===== src/rtl/grp_irq_pkg.sv =====
package grp_irq_pkg;
  localparam int unsigned LVL_W      = 3;
  localparam int unsigned DATA_W     = 8;
  localparam logic [LVL_W-1:0] LVL_MASKED = 3'd7;
  localparam int unsigned BIT_FLAG   = 0;
  localparam int unsigned BIT_EN     = 1;
  localparam int unsigned LVL_LSB    = 4;
  localparam int unsigned BIT_VALID  = 7;

  typedef logic [LVL_W-1:0] lvl_t;
endpackage


===== src/rtl/irq_pin_sync.sv =====
module irq_pin_sync (
  input  logic clk_i,
  input  logic rst_ni,
  input  logic pin_i,
  output logic rise_o
);
  logic s1_q, s2_q, s3_q;

  always_ff @(posedge clk_i or negedge rst_ni) begin
    if (!rst_ni) begin
      s1_q <= 1'b0;
      s2_q <= 1'b0;
      s3_q <= 1'b0;
    end else begin
      s1_q <= pin_i;
      s2_q <= s1_q;
      s3_q <= s2_q;
    end
  end

  assign rise_o = s2_q & ~s3_q;
endmodule


===== src/rtl/nmi_fwd.sv =====
module nmi_fwd (
  input  logic clk_i,
  input  logic rst_ni,
  input  logic nmi_pin_i,
  input  logic wdt_ovf_i,
  input  logic sys_err_i,
  output logic nmi_o
);
  logic s1_q, s2_q, nmi_q;

  always_ff @(posedge clk_i or negedge rst_ni) begin
    if (!rst_ni) begin
      s1_q  <= 1'b0;
      s2_q  <= 1'b0;
      nmi_q <= 1'b0;
    end else begin
      s1_q  <= nmi_pin_i;
      s2_q  <= s1_q;
      nmi_q <= s2_q | wdt_ovf_i | sys_err_i;
    end
  end

  assign nmi_o = nmi_q;
endmodule


===== src/rtl/grp_ctrl_regs.sv =====
module grp_ctrl_regs
  import grp_irq_pkg::*;
#(
  parameter int unsigned N_GRP = 11,
  parameter int unsigned AW    = 4
) (
  input  logic                     clk_i,
  input  logic                     rst_ni,
  input  logic [N_GRP-1:0]         set_i,
  input  logic                     we_i,
  input  logic [AW-1:0]            addr_i,
  input  logic [DATA_W-1:0]        wdata_i,
  output logic [N_GRP-1:0]         flag_o,
  output logic [N_GRP-1:0]         en_o,
  output logic [N_GRP-1:0][LVL_W-1:0] lvl_o
);
  for (genvar g = 0; g < N_GRP; g++) begin : g_grp
    logic hit;
    assign hit = we_i && (addr_i == AW'(g));

    always_ff @(posedge clk_i or negedge rst_ni) begin
      if (!rst_ni) begin
        flag_o[g] <= 1'b0;
        en_o[g]   <= 1'b0;
        lvl_o[g]  <= LVL_MASKED;
      end else begin
        // set beats a simultaneous clear
        if (set_i[g])                          flag_o[g] <= 1'b1;
        else if (hit && wdata_i[BIT_FLAG])     flag_o[g] <= 1'b0;
        if (hit) begin
          en_o[g]  <= wdata_i[BIT_EN];
          lvl_o[g] <= wdata_i[LVL_LSB +: LVL_W];
        end
      end
    end
  end
endmodule


===== src/rtl/grp_arbiter.sv =====
module grp_arbiter
  import grp_irq_pkg::*;
#(
  parameter int unsigned N_GRP = 11,
  parameter int unsigned GW    = 4
) (
  input  logic [N_GRP-1:0]            flag_i,
  input  logic [N_GRP-1:0]            en_i,
  input  logic [N_GRP-1:0][LVL_W-1:0] lvl_i,
  output logic                        win_vld_o,
  output logic [GW-1:0]               win_grp_o,
  output logic [LVL_W-1:0]            win_lvl_o
);
  always_comb begin
    win_vld_o = 1'b0;
    win_grp_o = '0;
    win_lvl_o = LVL_MASKED;
    // ascending scan with strict compare keeps lowest index on ties
    for (int g = 0; g < N_GRP; g++) begin
      if (flag_i[g] && en_i[g] && (lvl_i[g] != LVL_MASKED) &&
          (!win_vld_o || (lvl_i[g] < win_lvl_o))) begin
        win_vld_o = 1'b1;
        win_grp_o = GW'(g);
        win_lvl_o = lvl_i[g];
      end
    end
  end
endmodule


===== src/rtl/grp_irq_ctrl.sv =====
module grp_irq_ctrl
  import grp_irq_pkg::*;
#(
  parameter int unsigned N_INT = 3,
  parameter int unsigned N_EXT = 8,
  localparam int unsigned N_GRP = N_INT + N_EXT,
  localparam int unsigned GW    = $clog2(N_GRP),
  localparam int unsigned AW    = $clog2(N_GRP + 1)
) (
  input  logic              clk_i,
  input  logic              rst_ni,
  input  logic [N_INT-1:0]  int_src_i,
  input  logic [N_EXT-1:0]  ext_pin_i,
  input  logic              nmi_pin_i,
  input  logic              wdt_ovf_i,
  input  logic              sys_err_i,
  input  logic [AW-1:0]     reg_addr_i,
  input  logic              reg_we_i,
  input  logic [7:0]        reg_wdata_i,
  output logic [7:0]        reg_rdata_o,
  output logic              irq_req_o,
  output logic [2:0]        irq_lvl_o,
  output logic              nmi_o
);
  logic [N_EXT-1:0]            ext_rise;
  logic [N_GRP-1:0]            grp_set;
  logic [N_GRP-1:0]            grp_flag;
  logic [N_GRP-1:0]            grp_en;
  logic [N_GRP-1:0][LVL_W-1:0] grp_lvl;
  logic                        win_vld;
  logic [GW-1:0]               win_grp;
  logic [LVL_W-1:0]            win_lvl;
  logic                        req_q;
  logic [LVL_W-1:0]            lvl_q;
  logic [GW-1:0]               acc_grp_q;

  for (genvar j = 0; j < N_EXT; j++) begin : g_ext
    irq_pin_sync u_sync (
      .clk_i  (clk_i),
      .rst_ni (rst_ni),
      .pin_i  (ext_pin_i[j]),
      .rise_o (ext_rise[j])
    );
  end

  assign grp_set = {ext_rise, int_src_i};

  grp_ctrl_regs #(.N_GRP(N_GRP), .AW(AW)) u_regs (
    .clk_i   (clk_i),
    .rst_ni  (rst_ni),
    .set_i   (grp_set),
    .we_i    (reg_we_i),
    .addr_i  (reg_addr_i),
    .wdata_i (reg_wdata_i),
    .flag_o  (grp_flag),
    .en_o    (grp_en),
    .lvl_o   (grp_lvl)
  );

  grp_arbiter #(.N_GRP(N_GRP), .GW(GW)) u_arb (
    .flag_i    (grp_flag),
    .en_i      (grp_en),
    .lvl_i     (grp_lvl),
    .win_vld_o (win_vld),
    .win_grp_o (win_grp),
    .win_lvl_o (win_lvl)
  );

  always_ff @(posedge clk_i or negedge rst_ni) begin
    if (!rst_ni) begin
      req_q     <= 1'b0;
      lvl_q     <= LVL_MASKED;
      acc_grp_q <= '0;
    end else begin
      req_q <= win_vld;
      lvl_q <= win_lvl;
      if (win_vld) acc_grp_q <= win_grp;
    end
  end

  nmi_fwd u_nmi (
    .clk_i     (clk_i),
    .rst_ni    (rst_ni),
    .nmi_pin_i (nmi_pin_i),
    .wdt_ovf_i (wdt_ovf_i),
    .sys_err_i (sys_err_i),
    .nmi_o     (nmi_o)
  );

  always_comb begin
    reg_rdata_o = '0;
    if (int'(reg_addr_i) < N_GRP) begin
      reg_rdata_o[BIT_FLAG]              = grp_flag[reg_addr_i];
      reg_rdata_o[BIT_EN]                = grp_en[reg_addr_i];
      reg_rdata_o[LVL_LSB +: LVL_W]      = grp_lvl[reg_addr_i];
    end else if (int'(reg_addr_i) == N_GRP) begin
      reg_rdata_o[BIT_VALID]             = req_q;
      reg_rdata_o[GW-1:0]                = acc_grp_q;
    end
  end

  assign irq_req_o = req_q;
  assign irq_lvl_o = lvl_q;
endmodule


===== config.mk =====
export PLATFORM = sky130hd
export DESIGN_NAME = grp_irq_ctrl
export DESIGN_NICKNAME = d
export VERILOG_FILES = /design/src/rtl/grp_irq_pkg.sv /design/src/rtl/irq_pin_sync.sv /design/src/rtl/nmi_fwd.sv /design/src/rtl/grp_ctrl_regs.sv /design/src/rtl/grp_arbiter.sv /design/src/rtl/grp_irq_ctrl.sv
export SDC_FILE = /design/constraint.sdc
export NUM_CORES = 1
export LEC_CHECK = 0
export ABC_AREA = 1
export BUFFER_PORTS_ARGS = -buffer_cell sky130_fd_sc_hd__buf_4
export CAP_MARGIN = 0
export CORE_MARGIN = 3
export CORE_UTILIZATION = 55
export CTS_CLUSTER_DIAMETER = 60
export DETAILED_ROUTE_END_ITERATION = 10
export PLACE_DENSITY_LB_ADDON = 0.05
export SLEW_MARGIN = 40
export SYNTH_ARGS = -nofsm -noshare
export SYNTH_HDL_FRONTEND = slang
export SYNTH_SLANG_ARGS = --single-unit

===== constraint.sdc =====
create_clock -name clk_i -period 9.89 [get_ports clk_i]
set_clock_uncertainty 0.1 [all_clocks]
set_input_delay 1.978 -clock clk_i [delete_from_list [all_inputs] [get_ports clk_i]]
set_output_delay 1.978 -clock clk_i [all_outputs]
set_load 0.01 [all_outputs]

# After elaboration in Yosys (flattened, before gate mapping)
# Cells that the tools add are included.
dict set report classes {
  n_eq_ne 22
  mux 66
  magnitude_cmp 12
  reduce_logical 86
  n_bitwise 18
}
# op count
set ops {}
lappend ops {{logical AND 1 bit} 54}
lappend ops {{two-way mux 3 bit} 17}
lappend ops {{two-way mux 1 bit} 38}
lappend ops {{inequality test 3 bit (second input constant)} 11}
lappend ops {{< comparator 3 bit} 10}
lappend ops {{nonzero test 2 bit} 11}
lappend ops {{equality test 4 x 3 -> 1 bit (second input constant)} 4}
lappend ops {{equality test 4 bit (second input constant)} 4}
lappend ops {{two-way mux 4 bit} 4}
lappend ops {{binary-select mux 3 bit (select 4 bit)} 1}
lappend ops {{zero test 1 bit} 10}
lappend ops {{logical OR 1 bit} 10}
lappend ops {{AND 1 bit} 8}
lappend ops {{binary-select mux 1 bit (select 4 bit)} 2}
lappend ops {{equality test 4 x 2 -> 1 bit (second input constant)} 2}
lappend ops {{two-way mux 2 bit} 4}
lappend ops {{NOT 1 bit} 8}
lappend ops {{< comparator 4 x 5 -> 1 bit (second input constant)} 1}
lappend ops {{equality test 4 x 1 -> 1 bit (second input constant)} 1}
lappend ops {{zero test 4 bit} 1}
lappend ops {{< comparator 4 bit (second input constant)} 1}
lappend ops {{OR 1 bit} 2}
dict set report word_totals {
  out_inout_bits 13
  register_bits 90
  elab_cells 267
}

# Logic depth before layout (Yosys ltp)
# Gate-level depths: netlist (run 1).
dict set report logic_depth {
  depth_word 43
  ltp_mapped 94
}

# Modules after synthesis
# Synthesis (run 1) repeated with hierarchy kept, for this count alone.
dict set report hier_totals {
  cells_unflattened 766
  hier_area_um2 5466.5
}
# module area_each_um2 instances cells_per_inst seq_area_each_um2
set modules_own_cells {}
lappend modules_own_cells {grp_ctrl_regs 2208.4 1 243 1417.6}
lappend modules_own_cells {grp_arbiter 1572.8 1 303 0.0}
lappend modules_own_cells {grp_irq_ctrl 918.4 1 174 203.9}
lappend modules_own_cells {irq_pin_sync 85.1 8 5 75.1}
lappend modules_own_cells {nmi_fwd 86.3 1 6 75.1}

# Least setup slack after synthesis (run 1)
# OpenSTA, ideal clock, no wires.
dict set report synth_timing {
  path_kind {register -> register}
  startpoint {register u_regs.lvl_o[2] (netlist bit)}
  endpoint {register acc_grp_q[2]}
  setup_ns 0.116
  path_slack_ns 0.819
  t_required_ns 9.674
  stages_incl_launch_ff 81
  path_buffers 0
  arrival_time_ns 8.855
  path_cell_list {dfstp_2 > nand3_1 > nand2_1 > nor2_1 > ha_1 > inv_1 > a21oi_1 > nand2_1 > nand2_1 > nand2_2 > nand2_2 > o21ai_0 > ha_1 > nand2_1 > clkinv_1 > nand2_1 > nand2_1 > nand2_2 > (+45 left out) > nand2_1 > nand2_1 > nand2_2 > nand2_2 > o21ai_1 > ha_1 > a21oi_1 > nand2_1 > nand2_2 > nand2_4 > o21ai_0 > ha_1 > a21oi_1 > nand2_1 > nand2_2 > nand2_2 > nand2_1 > nand2_1}
}
dict set report synth_via {
  elab_chain_cells 43
  word_cells_on_any_way 70
  cone_classes {10 x order compare; 1 x eq/ne; 28 x mux; 31 x reduce/logical}
}
# element line_no
set synth_rtl {}
lappend synth_rtl {{start: declaration} grp_ctrl_regs.sv:15} ;# output logic [N_GRP-1:0][LVL_W-1:0] lvl_o
lappend synth_rtl {{start signal: indexed assignment} grp_ctrl_regs.sv:32} ;# lvl_o[g] <= wdata_i[LVL_LSB +: LVL_W];
lappend synth_rtl {{inequality test 3 bit} grp_arbiter.sv:20} ;# if (flag_i[g] && en_i[g] && (lvl_i[g] != LVL_MASKED) &&
lappend synth_rtl {{logical AND 1 bit} grp_arbiter.sv:20}
lappend synth_rtl {{two-way mux 3 bit or two-way mux 1 bit (tied branches)} grp_arbiter.sv:20}
lappend synth_rtl {{< comparator 3 bit or zero test 1 bit (tied branches)} grp_arbiter.sv:21} ;# (!win_vld_o || (lvl_i[g] < win_lvl_o))) begin
lappend synth_rtl {{logical OR 1 bit} grp_arbiter.sv:21}
lappend synth_rtl {{logical AND 1 bit} grp_arbiter.sv:20}
lappend synth_rtl {{two-way mux 3 bit or two-way mux 1 bit (tied branches)} grp_arbiter.sv:20}
lappend synth_rtl {{< comparator 3 bit or zero test 1 bit (tied branches)} grp_arbiter.sv:21}
lappend synth_rtl {{(+27 left out)} --}
lappend synth_rtl {{< comparator 3 bit or zero test 1 bit (tied branches)} grp_arbiter.sv:21}
lappend synth_rtl {{logical OR 1 bit} grp_arbiter.sv:21}
lappend synth_rtl {{logical AND 1 bit} grp_arbiter.sv:20}
lappend synth_rtl {{two-way mux 3 bit or two-way mux 1 bit (tied branches)} grp_arbiter.sv:20}
lappend synth_rtl {{< comparator 3 bit or zero test 1 bit (tied branches)} grp_arbiter.sv:21}
lappend synth_rtl {{logical OR 1 bit} grp_arbiter.sv:21}
lappend synth_rtl {{logical AND 1 bit} grp_arbiter.sv:20}
lappend synth_rtl {{two-way mux 4 bit or two-way mux 1 bit (tied branches)} grp_arbiter.sv:20}
lappend synth_rtl {{end signal: assignment} grp_irq_ctrl.sv:77} ;# if (win_vld) acc_grp_q <= win_grp;
lappend synth_rtl {{end: declaration} grp_irq_ctrl.sv:35} ;# logic [GW-1:0] acc_grp_q;
# Several ways; a longest one is shown, not always the timed one.
# A chain may end at the register's enable or synchronous reset.

# Worst setup path in the final report (run 1)
dict set report layout_timing {
  startpoint {register u_regs.lvl_o[1] (netlist bit)}
  endpoint {register lvl_q[2], in the netlist irq_lvl_o[2]}
}
dict set report layout_via {
  elab_chain_cells 43
  word_cells_on_any_way 63
  cone_classes {10 x order compare; 1 x eq/ne; 21 x mux; 31 x reduce/logical}
}
# element line_no
set layout_rtl {}
lappend layout_rtl {{inequality test 3 bit} grp_arbiter.sv:20}
lappend layout_rtl {{logical AND 1 bit} grp_arbiter.sv:20}
lappend layout_rtl {{two-way mux 3 bit or two-way mux 1 bit (tied branches)} grp_arbiter.sv:20}
lappend layout_rtl {{< comparator 3 bit or zero test 1 bit (tied branches)} grp_arbiter.sv:21}
lappend layout_rtl {{logical OR 1 bit} grp_arbiter.sv:21}
lappend layout_rtl {{logical AND 1 bit} grp_arbiter.sv:20}
lappend layout_rtl {{two-way mux 3 bit or two-way mux 1 bit (tied branches)} grp_arbiter.sv:20}
lappend layout_rtl {{< comparator 3 bit or zero test 1 bit (tied branches)} grp_arbiter.sv:21}
lappend layout_rtl {{(+28 left out)} --}
lappend layout_rtl {{logical OR 1 bit} grp_arbiter.sv:21}
lappend layout_rtl {{logical AND 1 bit} grp_arbiter.sv:20}
lappend layout_rtl {{two-way mux 3 bit or two-way mux 1 bit (tied branches)} grp_arbiter.sv:20}
lappend layout_rtl {{< comparator 3 bit or zero test 1 bit (tied branches)} grp_arbiter.sv:21}
lappend layout_rtl {{logical OR 1 bit} grp_arbiter.sv:21}
lappend layout_rtl {{logical AND 1 bit} grp_arbiter.sv:20}
lappend layout_rtl {{two-way mux 3 bit (*)} grp_arbiter.sv:20}
lappend layout_rtl {{named net u_arb.win_lvl_o[2]} grp_arbiter.sv:12} ;# output logic [LVL_W-1:0] win_lvl_o
lappend layout_rtl {{end signal: assignment} grp_irq_ctrl.sv:76} ;# lvl_q <= win_lvl;
lappend layout_rtl {{end: declaration} grp_irq_ctrl.sv:34} ;# logic [LVL_W-1:0] lvl_q;
# The timed path passes the listed nets; every way through them passes the cells marked *.

==> metrics.md, run 1 <==
| Metric | Value |
|---|---|
| Grt total ovfl | 0 |
| Max cap viols | 0 |
| Worst Hold Margin | 0.256 ns |
| Synth Register Bits | 90 |
| Syn. warnings | 0 |
| Combinational share of power | 50.7% |
| TritonCTS clock tree | built |
| Synth cell types | 30 |
| Sw frac | between 40% and 50% |
| First-pass GRT wire length | 21100 um |
| Worst Path Required | 10.09 ns |
| Worst-margin pin slew | 0.669 ns |
| Layout area overhead | 18.0% |
| Antenna cells | 0 |
| Initial core utilization | 58.1% |
| Clk_lat worst skew | 0.36 ns |
| Sequential-to-total area share from yosys stat | ~47% |
| Leakage power figure | 2.94 nW |
| Final setup vio count | 0 |
| Worst slew margin | about 55% |
| Fmax | 109 MHz |
| Seq pwr share | 31.7% |
| Crit share post-route | 92.4% |
| # rows | 33 |
| Initial antenna violation count | 0 |
| Die ar. | between 0.01 and 0.015 mm2 |
| Pint | 940 uW |
| HPWL after DPL | 9300 um |
| Worst Path Buf+Inv | 10 |
| R2r worst-path depth | 90 |
| Area of the core | 0.00846 mm2 |
| Critical path data arrival time | 9.34 ns |
| Slowest-stage cell, CP | dfstp_2 |
| Gr usage total | 26.4% |
| Wirelength per Cell | between 15 and 20 um |
| Post-Synthesis Cells | 638 |
| Htree depth | 3 |
| Critical path class | reg -> reg |
| Crit start category | register |
| CP delay by family, top | simple AND/OR/NAND/NOR gates |
| Non-filler cells, final | 813 |
| Number of fill cells | 714 |
| Root Driver | clkbuf_8 |
| Core Util, Final | 68.5% |
| Clk sink count | 90 |
| Final Hold Fails | 0 |
| Slowest stage delay, CP | between 0.5 and 0.6 ns |
| Io pins | 42 |
| Number of global-route vias before repair | 4346 |
| Final Wtd Congestion | 0.906 |
| Horiz. Die Dim | 101 um |
| Period minus WS final | 9.14 ns |
| Nets | about 750 |
| Die H | 101 um |
| Share of layout cells above drive strength 1 | 22.6% |
| Number of stages on the worst setup path | 90 |
| Synthesized area | 0.00492 mm2 |
| Iteration-0 DRC count of the detailed router | 310 |
| Pwr Density | 277 mW/mm2 |
| Final Max Tran Viols | 0 |
| Final wirelength | 12700 um |
| Worst setup EP type | register |
| Synth Area per Inst | 7.71 um2 |
| Pin count of the biggest net entering global routing | 48 |
| Hold Path Stages | 0 |
| Post-synthesis net count | 680 |
| CP most frequent cell | nand2_1 |
| Clock transition at path regs | 0.10 ns |
| Status | completed |
| PortBufs | 38 |
| Hold buffers post-CTS | 0 |
| Max clock buf depth | 2 |
| Crit Path Max Fanout | 7 |
| Min-delay worst type | reg -> reg |
| First-pass DRT Iterations | 5 |
| Peak VDD IR | 0.135 mV |
| Via count | approximately 4600 |
| # DRC | 0 |
| Sw power | 669 uW |
| Clock power share | 17.6% |
| Vias/cell | 5.62 |
| Placed Cells | 792 |
| CTS buffer count | 9 |
| Final ANT Viol Nets | 0 |
[worst reg2reg max path, delay by kind of cell, from the launching register on]
kind	cells	cell delay, ns
adders and majority gates	10	2.64
buffers and inverters	10	0.50
AOI/OAI and AO/OA	11	1.01
and+or+nand+nor	59	4.25
DFF	1	0.56
[cells by family after synthesis]
group,share of synthesized area (%)
fa+ha+maj,3.31
flops,46.7
compound gates,14.7
buf+inv,9.11
simple gates,26.2
[state kept, by name (all words and copies together), names as in the netlist]
signal / cells
g_ext.u_sync.s1_q: 8
u_regs.en_o: 11
g_ext.u_sync.s2_q: 8
u_nmi.s1_q: 1
acc_grp_q: 4
u_regs.flag_o: 11
irq_lvl_o: 3
u_nmi.nmi_o: 1
u_regs.lvl_o: 33
g_ext.u_sync.s3_q: 8
irq_req_o: 1
u_nmi.s2_q: 1
[placed cells by master, fill, tap and decap left out, drive strengths merged]
cell type and count:
nand2 187, nand4 2, dfrtp 54, or3 1, a221oi 2, nor3 3, clkbuf 10, o21bai 3
o2111ai 1, nor2 34, clkinv 7, a21oi 7, nand3 62, o22ai 15, and2 1, a211oi 1
o21ai 83, a22oi 2, buf 59, o311ai 9, dfstp 36, ha 13, inv 111, o221ai 3
bufinv 2
[final cells by class]
| cell class | instances | area, um2 | share of cell area [%] |
|---|---|---|---|
| inverters | 114 | 428 | 7.38 |
| repair buffers | 59 | 443 | 7.63 |
| well taps | 105 | 131 | 2.26 |
| clock buffers | 10 | 128 | 2.20 |
| flip-flops and latches | 90 | 2300 | 39.6 |
| multi-input cells | 429 | 2280 | 39.3 |
| clock inverters | 6 | 95.1 | 1.64 |
[synthesized netlist by cell type]
cell type,count,area [um2]
a211oi_1,1,7.51
a21oi_1,7,35.0
a221oi_1,2,17.5
a22oi_1,2,15.0
and2_2,1,7.51
buf_1,1,3.75
buf_2,1,5.00
clkbuf_1,3,11.3
clkinv_1,6,22.5
dfrtp_1,54,1350
dfstp_2,36,946
ha_1,13,163
inv_1,100,375
inv_2,8,30.0
nand2_1,166,623
nand2_2,11,68.8
nand2_4,10,113
nand3_1,61,305
nand3_2,1,10.0
nand4_1,2,12.5
nor2_1,34,128
nor3_1,3,15.0
o2111ai_1,1,8.76
o21ai_0,81,405
o21ai_1,2,10.0
o21bai_1,3,22.5
o221ai_1,3,26.3
o22ai_1,15,93.8
o311ai_0,9,78.8
or3_1,1,6.26
[power groups by stage]
stage / sequential (mW) / combinational (mW) / clock (mW)
finish: 0.510 / 0.816 / 0.283
global route: 0.518 / 0.925 / 0.301
CTS: 0.506 / 0.732 / 0.286
detailed placement: 0.511 / 0.722 / 0
global placement: 0.510 / 0.697 / 0
floorplan: 0.498 / 0.500 / 0
[final timing paths]
check,to,startpoint,slack [ns]
setup / recovery,irq_lvl_o[2],u_regs.lvl_o[1],0.75
hold / removal,g_ext[1].u_sync.s2_q,g_ext[1].u_sync.s1_q,0.26
setup reg to reg,irq_lvl_o[2],u_regs.lvl_o[1],0.75
hold reg to reg,g_ext[1].u_sync.s2_q,g_ext[1].u_sync.s1_q,0.26
max in group asynchronous,u_regs.lvl_o[21],rst_ni,7.22
min in group asynchronous,u_nmi.nmi_o,rst_ni,1.49
[per-stage QoR]
stage               power, mW  TNS, ns  instance area, um2  setup slack, ns
floorplan               0.998        0                4920            0.819
global placement         1.21        0                5430          0.00917
detailed placement       1.23    -2.54                5430           -0.399
CTS                      1.52        0                5660          0.00753
global route             1.74   -0.383                5800          -0.0815
finish                   1.61        0                5800            0.751
[repair_timing]
item / in CTS / in global routing
resized for setup: 6 / 27
setup buffers: 0 / 5
endpoints found under the hold margin: 0 / 0
pin swaps: 0 / 4
setup endpoints to repair: 7 / 7
[routing by layer]
metal,wire length [um],up-vias,GRT usage [%],part of all wire (%)
met1,5700,2143,38.0,45
met3,933,32,4.98,7.4
met4,341,0,9.43,2.7
met2,5700,187,39.9,45
met5,0,-,0,0
li1,-,2208,-,-
Note: power is estimated with default switching activity, not from simulation.
==> run 2: changes to the inputs <==
--- a/config.mk
+++ b/config.mk
@@ -12,7 +12,8 @@
 export CORE_UTILIZATION = 55
 export CTS_CLUSTER_DIAMETER = 60
 export DETAILED_ROUTE_END_ITERATION = 10
-export PLACE_DENSITY_LB_ADDON = 0.05
+export GPL_TIMING_DRIVEN = 0
+export PLACE_DENSITY = 0.74
 export SLEW_MARGIN = 40
 export SYNTH_ARGS = -nofsm -noshare
 export SYNTH_HDL_FRONTEND = slang
==> run 2 against run 1 <==
Net effect:
- sequential share of layout area is 1.2 points lower
- critical path depth shrank 7
- hold slack improved by 0.0016 ns
- register-to-register slack worse by 0.38 ns
- highest routed layer unchanged
- combinational power is 10% higher
- fmax down 4.0%
- design area grew 3.1%
- core utilization grew 2.2 points
- largest power group unchanged
- worst setup slack lost 0.38 ns
- sequential power increased by 0.8%
- die area unchanged
- cell count grew 1.1%
==> metrics.md, run 2 (synthesized netlist as in run 1, its figures left out) <==
| Metric | Value |
|---|---|
| # DRC | 0 (unchanged) |
| Period minus WS final | 9.52 ns (+0.376 ns) |
| Crit share post-route | 96.2% (+3.8 points) |
| Pwr Density | 275 mW/mm2 (-0.93%) |
| Gr usage total | 25.4% (-1.0 points) |
| Worst Path Required | 10.06 ns (-0.03 ns) |
| Status | completed |
| RR Endpoint | acc_grp_q[0] |
| Critical path data arrival time | 9.68 ns (+0.34 ns) |
| Nets | 754 (+1.2%) |
| Hold Path Sink | g_ext[3].u_sync.s2_q |
| Via count | 4631 (+1.3%) |
| Die ar. | 0.0101 mm2 (unchanged) |
| Crit Path Max Fanout | 7 (unchanged) |
| CTS buffer count | 9 (unchanged) |
| HPWL after DPL | 9160 um (-1.4%) |
| Placed Cells | 778 (-1.8%) |
| Number of global-route vias before repair | 4173 (-4.0%) |
| Most frequent cells in the layout | 146 x nand2_1, 99 x inv_1, 71 x o21ai_0 |
| CP delay by family, top | simple AND/OR/NAND/NOR gates |
| Clk sink count | 90 (unchanged) |
| Clock transition at path regs | 0.10 ns (about the same) |
| Worst setup EP type | register |
| Initial core utilization | 58.1% (unchanged) |
| Root Driver | clkbuf_8 |
| Regs by FF count | u_regs.lvl_o (33), u_regs.en_o (11), u_regs.flag_o (11) |
| Final Wtd Congestion | 0.915 (+1.0%) |
| Antenna cells | 0 (unchanged) |
| Layout area overhead | 21.7% |
| Wirelength per Cell | 15.8 um (+1.6%) |
| Final Max Tran Viols | 0 (unchanged) |
| Slowest-stage cell, CP | dfstp_2 |
| Non-filler cells, final | 822 (+1.1%) |
| # rows | 33 (unchanged) |
| First-pass GRT wire length | 20100 um (-4.8%) |
| Peak VDD IR | 0.113 mV (-16%) |
| Clk_lat worst skew | 0.36 ns (about the same) |
| Core Util, Final | 70.7% (+2.2 points) |
| Iteration-0 DRC count of the detailed router | 372 (+20%) |
| Largest register FFs | 33 (unchanged) |
| Horiz. Die Dim | 101 um (unchanged) |
| Vias/cell | 5.63 (+0.23%) |
| Reg2Reg Setup Slack | 0.37 ns (-0.38 ns) |
| TritonCTS clock tree | built |
| Worst hold start | g_ext[3].u_sync.s1_q |
| R2r worst-path depth | 83 (-7.8%) |
| Area of the core | 0.00846 mm2 (unchanged) |
| Most common cell after layout, fill and taps aside | nand2_1 |
| PortBufs | 35 (-7.9%) |
| Crit Reg-Reg Startpoint | u_regs.lvl_o[2] |
| Hold Path Stages | 0 (unchanged) |
| Final setup vio count | 0 (unchanged) |
| Final wirelength | 13000 um (+2.7%) |
| Final Hold Fails | 0 (unchanged) |
| Worst slew margin | 54.4% (-0.80 points) |
| First-pass DRT Iterations | 5 (unchanged) |
| Slowest stage delay, CP | 0.60 ns (+0.04 ns) |
| Final ANT Viol Nets | 0 (unchanged) |
| Crit start category | register |
| Final setup TNS | 0 ns (unchanged) |
| Min-delay worst type | reg -> reg |
| Critical path class | reg -> reg |
| Worst Path Buf+Inv | 7 (-3) |
| Share of layout cells above drive strength 1 | 26.4% (+3.8 points) |
| Pin count of the biggest net entering global routing | 91 (+90%) |
| Leakage power figure | 2.97 nW (+0.90%) |
| Reg with most FFs | u_regs.lvl_o |
| Max cap viols | 0 (unchanged) |
| Io pins | 42 (unchanged) |
| Worst-margin pin slew | 0.684 ns (+0.0145 ns) |
| CP most frequent cell | nand2_2 |
| Fmax | 105 MHz (-4.0%) |
| Initial antenna violation count | 0 (unchanged) |
| Max clock buf depth | 2 (unchanged) |
| Htree depth | 3 (unchanged) |
| Grt total ovfl | 0 (unchanged) |
| Die H | 101 um (unchanged) |
| Total power | 1.64 mW (+2.2%) |
-- run 2: timing repair --
item	4_1_cts	5_1_grt
gates cloned	0	0
setup endpoints to repair	7	7
hold buffers	0	0
gates resized for setup	9	62
setup buffers	0	28
pin swaps	0	41
-- run 2: metal layers --
metal	part of all wire, %	GRT usage [%]
met1	43	35.5
met3	6.3	3.46
met5	0	0
met2	48	40.3
met4	2.2	9.64
-- run 2: final cells by class --
type,count,area (um2)
fillers,663,2480
multi-input cells,429,2450
flip-flops and latches,90,2300
repair buffers,63,479
inverters,114,428
well taps,105,131
clock buffers,10,128
clock inverters,6,48.8
plain buffers,5,20.0
-- run 2: worst max-delay path by stage --
stage	from	end	slack [ns]	depth (start not counted)
after floorplan	u_regs.lvl_o[2]	acc_grp_q[2]	0.82	80
after global placement	u_regs.lvl_o[2]	irq_lvl_o[0]	-0.18	80
after detailed placement	u_regs.lvl_o[2]	acc_grp_q[0]	-0.55	84
after CTS	u_regs.lvl_o[2]	irq_lvl_o[0]	0.04	83
after global routing	u_regs.lvl_o[2]	acc_grp_q[0]	-0.35	89
final	u_regs.lvl_o[2]	acc_grp_q[0]	0.37	83
-- run 2: report_power, final --
part | switching, mW | total (mW) | internal (mW)
combinational | 0.538 | 0.898 | 0.359
clock | 0.139 | 0.233 | 0.0936
sequential | 0.0555 | 0.514 | 0.459
total | 0.733 | 1.64 | 0.911
-- run 2: stage by stage --
step                      setup WS (ns)  hold slack [ns]  instance area (um2)
final                             0.375            0.258                 5980
after floorplan                   0.819            0.231                 4920
after global placement           -0.180            0.236                 5310
after CTS                        0.0355            0.260                 5490
after global routing             -0.352            0.265                 5980
after detailed placement         -0.548            0.236                 5320
